==> src/rtl/dmacr_pkg.sv <==
package dmacr_pkg;
  localparam int STAT_W   = 16;
  localparam int DEV_W    = 8;
  localparam int NUM_SEL  = 3;

  localparam int W_CTRL   = 0;
  localparam int W_STATUS = 1;
  localparam int W_PTR_HI = 2;
  localparam int W_PTR    = 3;
  localparam int W_SEL0   = 4;
  localparam int W_LAST   = W_SEL0 + NUM_SEL - 1;

  localparam int B_RUN    = 15;
  localparam int B_PAUSE  = 14;
  localparam int B_ACTIVE = 10;

  // bits software may change: run-state flags except ACTIVE, plus device byte
  localparam logic [STAT_W-1:0] SW_WRITABLE = 16'hF8FF;

  function automatic logic [STAT_W-1:0] merge_masked(
    input logic [STAT_W-1:0] old_v,
    input logic [STAT_W-1:0] sel,
    input logic [STAT_W-1:0] new_v);
    return (old_v & ~sel) | (new_v & sel);
  endfunction

  function automatic logic sel_hit(
    input logic [DEV_W-1:0] dev,
    input logic [DEV_W-1:0] msk,
    input logic [DEV_W-1:0] val);
    return (dev & msk) == val;
  endfunction
endpackage

==> src/rtl/dmacr_status.sv <==
module dmacr_status
  import dmacr_pkg::*;
(
  input  logic              clk,
  input  logic              rst_n,
  input  logic              sw_we,
  input  logic [STAT_W-1:0] sw_mask,
  input  logic [STAT_W-1:0] sw_val,
  input  logic [DEV_W-1:0]  hw_en,
  input  logic [DEV_W-1:0]  hw_val,
  output logic [STAT_W-1:0] status
);
  logic [STAT_W-1:0] held_q;
  logic [STAT_W-1:0] sw_sel;
  logic [STAT_W-1:0] after_sw;
  logic [STAT_W-1:0] after_hw;
  logic              active;

  always_comb begin
    sw_sel   = sw_we ? (sw_mask & SW_WRITABLE) : '0;
    after_sw = merge_masked(held_q, sw_sel, sw_val);
    // device load applied last so it wins on shared bits
    after_hw = after_sw;
    after_hw[DEV_W-1:0] = (after_sw[DEV_W-1:0] & ~hw_en) | (hw_val & hw_en);
  end

  always_ff @(posedge clk or negedge rst_n) begin
    if (!rst_n) held_q <= '0;
    else        held_q <= after_hw & SW_WRITABLE;
  end

  assign active = held_q[B_RUN] & ~held_q[B_PAUSE];

  always_comb begin
    status           = held_q;
    status[B_ACTIVE] = active;
  end
endmodule

==> src/rtl/dmacr_selector.sv <==
module dmacr_selector
  import dmacr_pkg::*;
(
  input  logic             clk,
  input  logic             rst_n,
  input  logic             we,
  input  logic [31:0]      wdata,
  input  logic [DEV_W-1:0] dev,
  output logic             hit,
  output logic [31:0]      rdata
);
  logic [DEV_W-1:0] msk_q;
  logic [DEV_W-1:0] val_q;

  always_ff @(posedge clk or negedge rst_n) begin
    if (!rst_n) begin
      msk_q <= '0;
      val_q <= '0;
    end else if (we) begin
      msk_q <= wdata[16 +: DEV_W];
      val_q <= wdata[0 +: DEV_W];
    end
  end

  assign hit   = sel_hit(dev, msk_q, val_q);
  assign rdata = {{(16-DEV_W){1'b0}}, msk_q, {(16-DEV_W){1'b0}}, val_q};
endmodule

==> src/rtl/dmacr_cmdptr.sv <==
module dmacr_cmdptr #(
  parameter int DESC_BYTES = 16
) (
  input  logic        clk,
  input  logic        rst_n,
  input  logic        we_lo,
  input  logic        we_hi,
  input  logic [31:0] wdata,
  output logic [31:0] ptr,
  output logic [31:0] ptr_hi
);
  localparam int ALIGN_BITS = $clog2(DESC_BYTES);
  localparam logic [31:0] ALIGN_MASK = ~((32'd1 << ALIGN_BITS) - 32'd1);

  always_ff @(posedge clk or negedge rst_n) begin
    if (!rst_n) begin
      ptr    <= '0;
      ptr_hi <= '0;
    end else begin
      if (we_lo) ptr    <= wdata & ALIGN_MASK;
      if (we_hi) ptr_hi <= wdata;
    end
  end
endmodule

==> src/rtl/dma_chan_regs.sv <==
module dma_chan_regs
  import dmacr_pkg::*;
#(
  parameter int ADDR_W     = 4,
  parameter int DESC_BYTES = 16
) (
  input  logic              clk,
  input  logic              rst_n,
  input  logic              reg_we,
  input  logic [ADDR_W-1:0] reg_addr,
  input  logic [31:0]       reg_wdata,
  output logic [31:0]       reg_rdata,
  input  logic [DEV_W-1:0]  dev_set_en,
  input  logic [DEV_W-1:0]  dev_set_val,
  output logic [STAT_W-1:0] status_o,
  output logic [31:0]       cmd_ptr_o,
  output logic [31:0]       cmd_ptr_hi_o,
  output logic              irq_cond,
  output logic              brn_cond,
  output logic              wait_cond
);
  // named decode events, also observed by the checker
  logic               ctrl_wr;
  logic               ptr_wr;
  logic               ptr_hi_wr;
  logic               unmapped_wr;
  logic [NUM_SEL-1:0] sel_wr;
  logic [NUM_SEL-1:0] sel_hit_v;
  logic [31:0]        sel_rd [NUM_SEL];
  logic [31:0]        addr_w;

  assign addr_w      = 32'(reg_addr);
  assign ctrl_wr     = reg_we && (addr_w == W_CTRL);
  assign ptr_wr      = reg_we && (addr_w == W_PTR);
  assign ptr_hi_wr   = reg_we && (addr_w == W_PTR_HI);
  assign unmapped_wr = reg_we && ((addr_w == W_STATUS) || (addr_w > W_LAST));

  dmacr_status u_status (
    .clk     (clk),
    .rst_n   (rst_n),
    .sw_we   (ctrl_wr),
    .sw_mask (reg_wdata[31:16]),
    .sw_val  (reg_wdata[15:0]),
    .hw_en   (dev_set_en),
    .hw_val  (dev_set_val),
    .status  (status_o)
  );

  dmacr_cmdptr #(.DESC_BYTES(DESC_BYTES)) u_ptr (
    .clk    (clk),
    .rst_n  (rst_n),
    .we_lo  (ptr_wr),
    .we_hi  (ptr_hi_wr),
    .wdata  (reg_wdata),
    .ptr    (cmd_ptr_o),
    .ptr_hi (cmd_ptr_hi_o)
  );

  for (genvar g = 0; g < NUM_SEL; g++) begin : g_sel
    assign sel_wr[g] = reg_we && (addr_w == W_SEL0 + g);
    dmacr_selector u_sel (
      .clk   (clk),
      .rst_n (rst_n),
      .we    (sel_wr[g]),
      .wdata (reg_wdata),
      .dev   (status_o[DEV_W-1:0]),
      .hit   (sel_hit_v[g]),
      .rdata (sel_rd[g])
    );
  end

  assign irq_cond  = sel_hit_v[0];
  assign brn_cond  = sel_hit_v[1];
  assign wait_cond = sel_hit_v[2];

  always_comb begin
    reg_rdata = '0;
    if (addr_w == W_STATUS)      reg_rdata = {16'h0, status_o};
    else if (addr_w == W_PTR_HI) reg_rdata = cmd_ptr_hi_o;
    else if (addr_w == W_PTR)    reg_rdata = cmd_ptr_o;
    else begin
      for (int i = 0; i < NUM_SEL; i++)
        if (addr_w == W_SEL0 + i) reg_rdata = sel_rd[i];
    end
  end
endmodule

==> config.mk <==
export PLATFORM = sky130hd
export DESIGN_NAME = dma_chan_regs
export DESIGN_NICKNAME = d
export VERILOG_FILES = /design/src/rtl/dmacr_pkg.sv /design/src/rtl/dmacr_status.sv /design/src/rtl/dmacr_selector.sv /design/src/rtl/dmacr_cmdptr.sv /design/src/rtl/dma_chan_regs.sv
export SDC_FILE = /design/constraint.sdc
export NUM_CORES = 1
export LEC_CHECK = 0
export ABC_AREA = 1
export ABC_CLOCK_PERIOD_IN_PS = 1400
export BUFFER_PORTS_ARGS = -buffer_cell sky130_fd_sc_hd__buf_2
export CAP_MARGIN = 20
export CELL_PAD_IN_SITES_DETAIL_PLACEMENT = 1
export CELL_PAD_IN_SITES_GLOBAL_PLACEMENT = 2
export CORE_ASPECT_RATIO = 1.75
export CORE_MARGIN = 5
export CORE_UTILIZATION = 29
export DETAILED_ROUTE_END_ITERATION = 6
export GPL_TIMING_DRIVEN = 0
export HOLD_SLACK_MARGIN = 0.05
export PLACE_DENSITY_LB_ADDON = 0.1
export SYNTH_ARGS = -nofsm -noshare
export SYNTH_HDL_FRONTEND = slang
export SYNTH_SLANG_ARGS = --single-unit
==> constraint.sdc <==
create_clock -name clk -period 1.4 [get_ports clk]
set_input_delay 0.21 -clock clk [delete_from_list [all_inputs] [get_ports clk]]
set_output_delay 0.21 -clock clk [all_outputs]
set_load 0.1 [all_outputs]
==> out/results.txt, run 1 <==
Reg2reg start - u_ptr.ptr[19]$_DFFE_PN0P_
Fraction of layout cells with a size suffix above 1 - 49.7%
Detailed router's first-iteration violation count - 277
Clk sinks - 121
PD cells - 1520 nW/µm²
Vias in the first global route - 7365
Die Y - 201 µm
Failing checks - negative setup slack
Critical Path End - irq_cond
Final setup viols - 42
Hold Crit Class - in2reg
Clk_lat worst skew - 0.42 ns
RSZ-0062 raised after global routing - true
Ys flop type - dfrtp_1
Minimum clock period - 1.98 ns
Top cells by count, synth - 253 x nand2_1, 121 x dfrtp_1, 75 x o21ai_1, 58 x nand3_1, 56 x inv_1
R2R Path End - u_ptr.ptr[19]$_DFFE_PN0P_
Slew @ Worst Pin - 0.679 ns
Final worst path period share - 141%
Final Hold Violating Endpoints - 0
Root Buffer - clkbuf_16
Crit path capture type - output pin
Clk_skew - 0 ns
Most common cell in the netlist - nand2_1
Status - complete, but fails checks
Finished Layout Cells - 1307
TritonCTS Buffers - 17
Async S/R FF share, synth - 100%
Avg WL per Cell - 22.9 µm
Cells after synthesis - 771
Routed vias/inst - 5.01
Max rail drop VDD - 1.14 mV
Initial antenna violation count - 1
Setup ws final - -0.579 ns
Post-Route WL - 30000 µm
Area Growth Syn to Fin - 83.7%
Initial Util - 29.6%
Clock tree buffer depth - 2
Fillers - 2282
Largest net degree at the start of global routing - 81
Via Count - 6551
Pins over their slew limit - 0
GRT overflow - 0
Total of max-cap violations - 0
Mapped Area - 6030 µm²
Sequential area share after synthesis - 50.2%
H-tree level count - 4
Core box area - 20400 µm²
Leakage power total - 5.34 nW
Number of core rows - 69
Flop and latch count out of synthesis - 121
Area leader, netlist - dfrtp_1
Cell variety after synth - 21
Data arrival time of the worst path - 1.77 ns
First-pass GRT wire length - 44600 µm
Clock slew at reported path FFs - 0.05 ns
Ys Warns - 0
Critical path class - reg2out
Final ANT Viol Nets - 0
Avg Cell Area, Syn - 7.82 µm²
Placer Congestion - 0.832
# IOs - 170
DP Wirelength - 20300 µm
Nets - 1101
CP max FO - 4
All-Layer GR Usage - 24.7%
Area of the die - 23900 µm²
Rel. slew slack - 54.7%
Critical path required time - 1.19 ns
Fmax achieved - 505 MHz
CTS tree - built
R2R cell count - 4
IO buf count - 163
Setup tns final - -9.65 ns
Number of synthesized flops with an enable pin - 0
Post-synth top area share - 50.2%
Reg2reg setup slack - 0.40 ns
Die width - 119 µm
DR pass1 iterations - 4
Main area contributors after synthesis - dfrtp_1 50%, nand2_1 16%, o21ai_1 6.2%, nand3_1 4.8%, o21ai_0 4.2%
DP Cell Count - 1188
Worst setup SP type - flop
DRC errors left - 0
[cell usage in the layout (no fill, tap or decap), types with 7 or more instances in the layout]
master and count:
buf_2 54, a22o_4 10, nand2_4 35, dlygate4sd3_1 19, clkbuf_16 19, nand2_2 17, nor2_2 9, nand3_1 39
nor2_1 18, dfrtp_4 31, nand2_1 199, dfrtp_1 48, buf_8 7, inv_1 48, buf_4 98, o21ai_0 38
clkbuf_1 11, buf_6 38, o21ai_1 75, xnor2_1 12, nand4_1 13, dfrtp_2 42, nand3_2 8, nor2_4 33
nand3_4 11, inv_2 8, buf_12 63
[layer usage]
layer	part of all wire (%)	track usage (%)
met5	0	0
met2	58	48.7
met4	2.8	8.16
met3	4.3	5.44
met1	35	25.1
[where the power goes]
group	total (W)	switching, W	leakage [nW]	internal [W]
combinational	0.00743	0.00530	3.63	0.00213
sequential	0.00519	0.000849	1.44	0.00434
clock	0.00422	0.00155	0.274	0.00267
[worst min path at each step]
stage,to,from,cells after the start
CTS,u_ptr.ptr_hi[10]$_DFFE_PN0P_,reg_wdata[10],3
detailed placement,asynchronous set/reset pin,rst_n,1
global route,u_ptr.ptr[28]$_DFFE_PN0P_,reg_wdata[28],3
floorplan,asynchronous set/reset pin,rst_n,0
global placement,flop,dev_set_val[4],3
finish,u_ptr.ptr_hi[10]$_DFFE_PN0P_,reg_wdata[10],3
[worst max-delay path, cell delays in order, from the launching register on]
cell	delay, ns
dfrtp_4	0.51
nand2_2	0.10
xor2_2	0.20
nand4_1	0.21
nor2_4	0.15
buf_12	0.18
[per-stage QoR]
step | power [W] | utilization [%] | cell area (µm²) | setup WS [ns] | hold WS [ns]
finish | 0.0168 | 54.4 | 11100 | -0.579 | 0.0582
global route | 0.0175 | 54.3 | 11100 | -0.623 | 0.0623
CTS | 0.0166 | 51.7 | 10500 | -0.569 | 0.0535
detailed placement | 0.0111 | 38.3 | 7800 | -0.920 | 0.165
global placement | 0.0110 | 38.1 | 7770 | -2.05 | 0.427
floorplan | 0.00978 | - | 6650 | -0.431 | -0.0856
[logic make-up after synthesis]
group | synth area share, %
other cells | 0.0622
simple gates | 26.4
flops | 50.2
xor+xnor | 3.49
buf+inv | 8.01
compound gates | 11.8
[cell type report]
class | instances | area (µm²) | share of cell area, %
Sequential cell | 121 | 3200 | 28.9
Buffer | 41 | 397 | 3.58
Antenna cell | 1 | 2.50 | 0.0226
Multi-Input combinational cell | 551 | 3550 | 32.1
Clock buffer | 28 | 517 | 4.67
Clock inverter | 3 | 40.0 | 0.362
Tap cell | 248 | 310 | 2.80
Inverter | 62 | 283 | 2.55
Timing Repair Buffer | 252 | 2780 | 25.1
[repair_timing]
action / CTS / global route
setup endpoints to repair: 141 / 54
setup buffers: 43 / 27
resized for setup: 418 / 112
pin swaps: 55 / 41
cloned: 5 / 1
hold buffers: 19 / 0
endpoints found under the hold margin: 53 / 0
Power figures use the tool's default switching activity.
==> run 2, diff against run 1 <==
--- a/config.mk
+++ b/config.mk
@@ -18,6 +18,8 @@
 export GPL_TIMING_DRIVEN = 0
 export HOLD_SLACK_MARGIN = 0.05
 export PLACE_DENSITY_LB_ADDON = 0.1
+export SKIP_CTS_REPAIR_TIMING = 1
+export SLEW_MARGIN = 40
 export SYNTH_ARGS = -nofsm -noshare
 export SYNTH_HDL_FRONTEND = slang
 export SYNTH_SLANG_ARGS = --single-unit
==> run 2 against run 1 <==
Against the previous run:
- the run still ends with negative setup slack left
- first-iteration DRC count down 2.9%
- combinational power down 3.5%
- maximum frequency down 0.24%
- worst setup slack worse by 0.0047 ns
- sequential share of layout area up 1.1 points
- global-route usage down 2.2 points
- clock skew unchanged
- via count down 0.84%
- power down 1.6%
- critical path depth unchanged
- die area unchanged
- cell area down 3.5%
- largest cell class unchanged
- largest power group unchanged
- highest routed layer unchanged
==> out/results.txt, run 2 (synthesis gave the netlist of run 1 again) <==
Leakage power total - 5.09 nW
Cells on Worst Hold Path - 3
CTS tree - built
Slowest Stage Delay on Critical Path - 0.52 ns
Max rail drop VDD - 1.35 mV
Total of max-cap violations - 0
Post-Route WL - 28700 µm
PD cells - 1550 nW/µm²
Slew @ Worst Pin - 0.690 ns
Largest net degree at the start of global routing - 68
Final Hold Violating Endpoints - 0
First-pass GRT wire length - 40800 µm
Via Count - 6496
Core box area - 20400 µm²
Minimum clock period - 1.98 ns
DR pass1 iterations - 4
Initial Util - 29.6%
Fraction of layout cells with a size suffix above 1 - 50.3%
DP Wirelength - 20300 µm
Clk_skew - 0 ns
Setup tns final - -8.65 ns
Initial antenna violation count - 0
Placement Cell Area - 7810 µm²
Root Buffer - clkbuf_16
Setup ws final - -0.584 ns
Critical path class - reg2out
DRC errors left - 0
Most Crowded Layer GR - met2
Most common cell after layout, fill and taps aside - nand2_1
Final worst path period share - 142%
Die Y - 201 µm
Fillers - 2311
Data arrival time of the worst path - 1.77 ns
Area Growth Syn to Fin - 77.2%
Number of core rows - 69
Clock slew at reported path FFs - 0.06 ns
Number of antenna diodes - 0
Met3 Usage GRT - 5.19%
Pins over their slew limit - 0
Die width - 119 µm
RSZ-0062 raised after global routing - true
Global routing met1 resource utilization - 23.1%
Hold Crit Class - in2reg
Finished Layout Cells - 1295
Placer Congestion - 0.832
WHS - 0.0338 ns
H-tree level count - 4
All-Layer GR Usage - 22.6%
Final ANT Viol Nets - 0
Routed vias/inst - 5.02
Detailed router's first-iteration violation count - 269
Commonest cells after routing, fill and taps aside - 201 x nand2_1, 75 x o21ai_1, 70 x buf_4, 56 x buf_12, 55 x buf_2
Avg WL per Cell - 22.2 µm
Final setup viols - 43
IO buf count - 163
GR Util met2 - 44.5%
Crit path capture type - output pin
Clock tree buffer depth - 2
Vias in the first global route - 6900
CP max FO - 5
Worst setup SP type - flop
Crit-path cells - nand2_4, xor2_4, nand4_1, nor2_4, buf_12
R2R cell count - 3
DP Cell Count - 1188
Final instance area - 10700 µm²
Seq. cell area - 3200 µm²
# IOs - 170
GRT overflow - 0
Nets - 1090
Failing checks - negative setup slack
TritonCTS Buffers - 17
Fmax achieved - 504 MHz
Slowest CP cell - dfrtp_4
Final Power - 0.0166 W
Clk sinks - 121
Reg2reg setup slack - 0.41 ns
HP Start - dev_set_en[3]
Clk_lat worst skew - 0.41 ns
Area of the die - 23900 µm²
Rel. slew slack - 54.0%
Multi-input gate area - 3440 µm²
Status - complete, but fails checks
Critical path required time - 1.19 ns
-- run 2: changes by cell type in the layout (fill, tap and decap cells not counted), sizes merged --
cell         before  now
clkbuf           39   79
clkinv            4    2
diode             1    0
dlygate4sd3      19   13
inv              60   62
buf             263  218
-- run 2: area by class of cell --
type,count,share of cell area (%)
plain buffers,42,3.67
clock buffers,28,4.84
clock inverters,3,0.375
inverters,62,2.46
multi-input cells,551,32.2
flip-flops and latches,121,29.9
well taps,248,2.90
repair buffers,240,23.6
-- run 2: where the power goes --
group	switching, W	internal (W)
Sequential	0.000806	0.00434
Combinational	0.00522	0.00196
Clock	0.00158	0.00267
-- run 2: worst max-delay path by stage --
stage / to / start / cells past startpoint / slack [ns]
after global placement: u_ptr.ptr_hi[16]$_DFFE_PN0P_ / rst_n / 1 / -2.05
after detailed placement: reg_rdata[10] / reg_addr[2] / 8 / -0.93
after global routing: brn_cond / flop / 5 / -0.61
after floorplan: reg_rdata[1] / flop / 2 / -0.43
after CTS: wait_cond / flop / 5 / -0.95
final: wait_cond / flop / 5 / -0.58
-- run 2: worst max-delay path: cells and delay by family (launching register included) --
kind,cells,cell delay [ns]
flip-flops,1,0.52
AND/OR/NAND/NOR,3,0.47
XOR/XNOR,1,0.19
buffers and inverters,1,0.18
-- run 2: through the flow --
stage / utilization [%] / worst slack, ns
after floorplan: - / -0.431
after global placement: 38.1 / -2.05
after detailed placement: 38.3 / -0.927
after CTS: 41.1 / -0.950
after global routing: 52.4 / -0.614
final: 52.4 / -0.584
-- run 2: layer usage --
metal | part of all wire, % | vias to the layer above
li1 | - | 2991
met1 | 36 | 3323
met2 | 58 | 153
met3 | 4.0 | 29
met4 | 1.8 | 0
met5 | 0 | -
==> run 3, diff against run 2 <==
--- a/config.mk
+++ b/config.mk
@@ -18,6 +18,7 @@
 export GPL_TIMING_DRIVEN = 0
 export HOLD_SLACK_MARGIN = 0.05
 export PLACE_DENSITY_LB_ADDON = 0.1
+export RECOVER_POWER = 100
 export SKIP_CTS_REPAIR_TIMING = 1
 export SLEW_MARGIN = 40
 export SYNTH_ARGS = -nofsm -noshare
==> run 3 against run 2 <==
Against the previous run:
- sequential share of layout area rose by 0.20 points
- largest power group unchanged
- die area is the same
- sequential power about the same
- the run still ends with negative setup slack left
- clock skew unchanged
- core utilization shrank 0.34 points
- flip-flop and latch count stayed put
- combinational power is essentially flat
- power is 0.12% lower
- critical path depth stayed put
==> out/results.txt, run 3 (synthesis gave the netlist of run 1 again) <==
Post-placement worst setup slack - -0.927 ns
Final core utilization - 52.1%
R2R cell count - 3
CP Buf/Inv Count - 1
Fillers - 2317
Clk_skew - 0 ns
Largest net degree at the start of global routing - 68
Detailed router's first-iteration violation count - 287
Die width - 119 µm
Initial antenna violation count - 0
Number of core rows - 69
Vias in the first global route - 6900
Slowest Stage Delay on Critical Path - 0.52 ns
Final Hold Violating Endpoints - 0
Routed vias/inst - 5.00
Reg2reg setup slack - 0.41 ns
Final Power - 0.0165 W
Clock slew at reported path FFs - 0.06 ns
# IOs - 170
Rel. slew slack - 41.7%
Pins over their slew limit - 0
RSZ-0062 raised after global routing - true
Global routing met1 resource utilization - 23.1%
Area of the die - 23900 µm²
PD cells - 1560 nW/µm²
P_int - 0.00895 W
DP Wirelength - 20300 µm
Minimum clock period - 1.97 ns
Via Count - 6480
Fmax achieved - 507 MHz
Critical path required time - 1.19 ns
First-pass GRT wire length - 40800 µm
TritonCTS Buffers - 17
Clock tree buffer depth - 2
Most common cell after layout, fill and taps aside - nand2_1
GRT overflow - 0
Failing checks - negative setup slack
Max rail drop VDD - 1.35 mV
Slowest CP cell - dfrtp_4
Area Growth Syn to Fin - 76.0%
Commonest cells after routing, fill and taps aside - 201 x nand2_1, 72 x o21ai_1, 68 x buf_4, 54 x buf_12, 54 x buf_2
Clk_lat worst skew - 0.42 ns
Fraction of layout cells with a size suffix above 1 - 50.1%
Met3 Usage GRT - 5.19%
Number of antenna diodes - 0
WHS - 0.0349 ns
Crit path capture type - output pin
HP Start - dev_set_en[3]
Die Y - 201 µm
Avg WL per Cell - 22.2 µm
Share of power burned in registers - 31.1%
CTS tree - built
Crit-path cells - nand2_2, xor2_2, nand4_1, nor2_4, buf_12
H-tree level count - 4
Critical path class - reg2out
Cells on Worst Hold Path - 3
Status - complete, but fails checks
Most Crowded Layer GR - met2
Data arrival time of the worst path - 1.76 ns
Crit-path leading delay family - flip-flops
Final setup viols - 114
Clock power frac - 25.7%
Setup ws final - -0.574 ns
Core box area - 20400 µm²
Leakage power total - 5.08 nW
Nets - 1090
Worst setup SP type - flop
Root Buffer - clkbuf_16
All-Layer GR Usage - 22.6%
DR pass1 iterations - 4
Clk sinks - 121
Total of max-cap violations - 0
DRC errors left - 0
Post-Route WL - 28700 µm
Final worst path period share - 141%
Initial Util - 29.6%
CP max FO - 5
Slew @ Worst Pin - 0.875 ns
Final ANT Viol Nets - 0
Placer Congestion - 0.832
P_sw - 0.00760 W
Logic pwr share - 43.2%
Sw Share - 45.9%
Hold Crit Class - in2reg
IO buf count - 163
GR Util met2 - 44.5%
## run 3: through the flow
step / setup TNS, ns / instances / area [µm²]
2_1_floorplan: -4.06 / 776 / 6650
3_3_place_gp: -287.68 / 1187 / 7770
3_5_place_dp: -72.94 / 1188 / 7810
4_1_cts: -40.05 / 1219 / 8370
5_1_grt: -34.42 / 1295 / 10600
6_report: -19.53 / 1295 / 10600
## run 3: worst max path at each step
stage                      from                           end  slack, ns  cells past startpoint
floorplan                  flop                  reg_rdata[1]      -0.43                      2
global placement          rst_n  u_ptr.ptr_hi[16]$_DFFE_PN0P_      -2.05                      1
detailed placement  reg_addr[2]                 reg_rdata[10]      -0.93                      8
CTS                        flop                     wait_cond      -0.95                      5
global route               flop                      brn_cond      -0.61                      5
finish                     flop                      irq_cond      -0.57                      5
## run 3: layer usage
layer,wire length (µm),vias to the layer above,share of wire [%]
met3,1170,29,4.1
met1,10300,3308,36
li1,-,3000,-
met5,0,-,0
met4,512,0,1.8
met2,16700,143,58
## run 3: area by class of cell
class,count,area [µm²],area share [%]
sequential,121,3200,30.1
inverter,62,258,2.43
clock buffer,28,517,4.87
buffer,42,392,3.69
tap,248,310,2.92
multi-input combinational,551,3420,32.2
timing repair buffer,240,2480,23.4
clock inverter,3,40.0,0.377
## run 3: worst min-delay path, delay by kind of cell
family,cells,cell delay (ns)
and+or+nand+nor,2,0.12
buffers and inverters,1,0.09
## run 3: power groups by stage
stage	clock network [W]	logic, W	registers, W
global placement	0	0.00595	0.00504
detailed placement	0	0.00603	0.00508
finish	0.00425	0.00715	0.00515
global route	0.00446	0.00744	0.00525
floorplan	0	0.00188	0.00790
CTS	0.00432	0.00604	0.00503
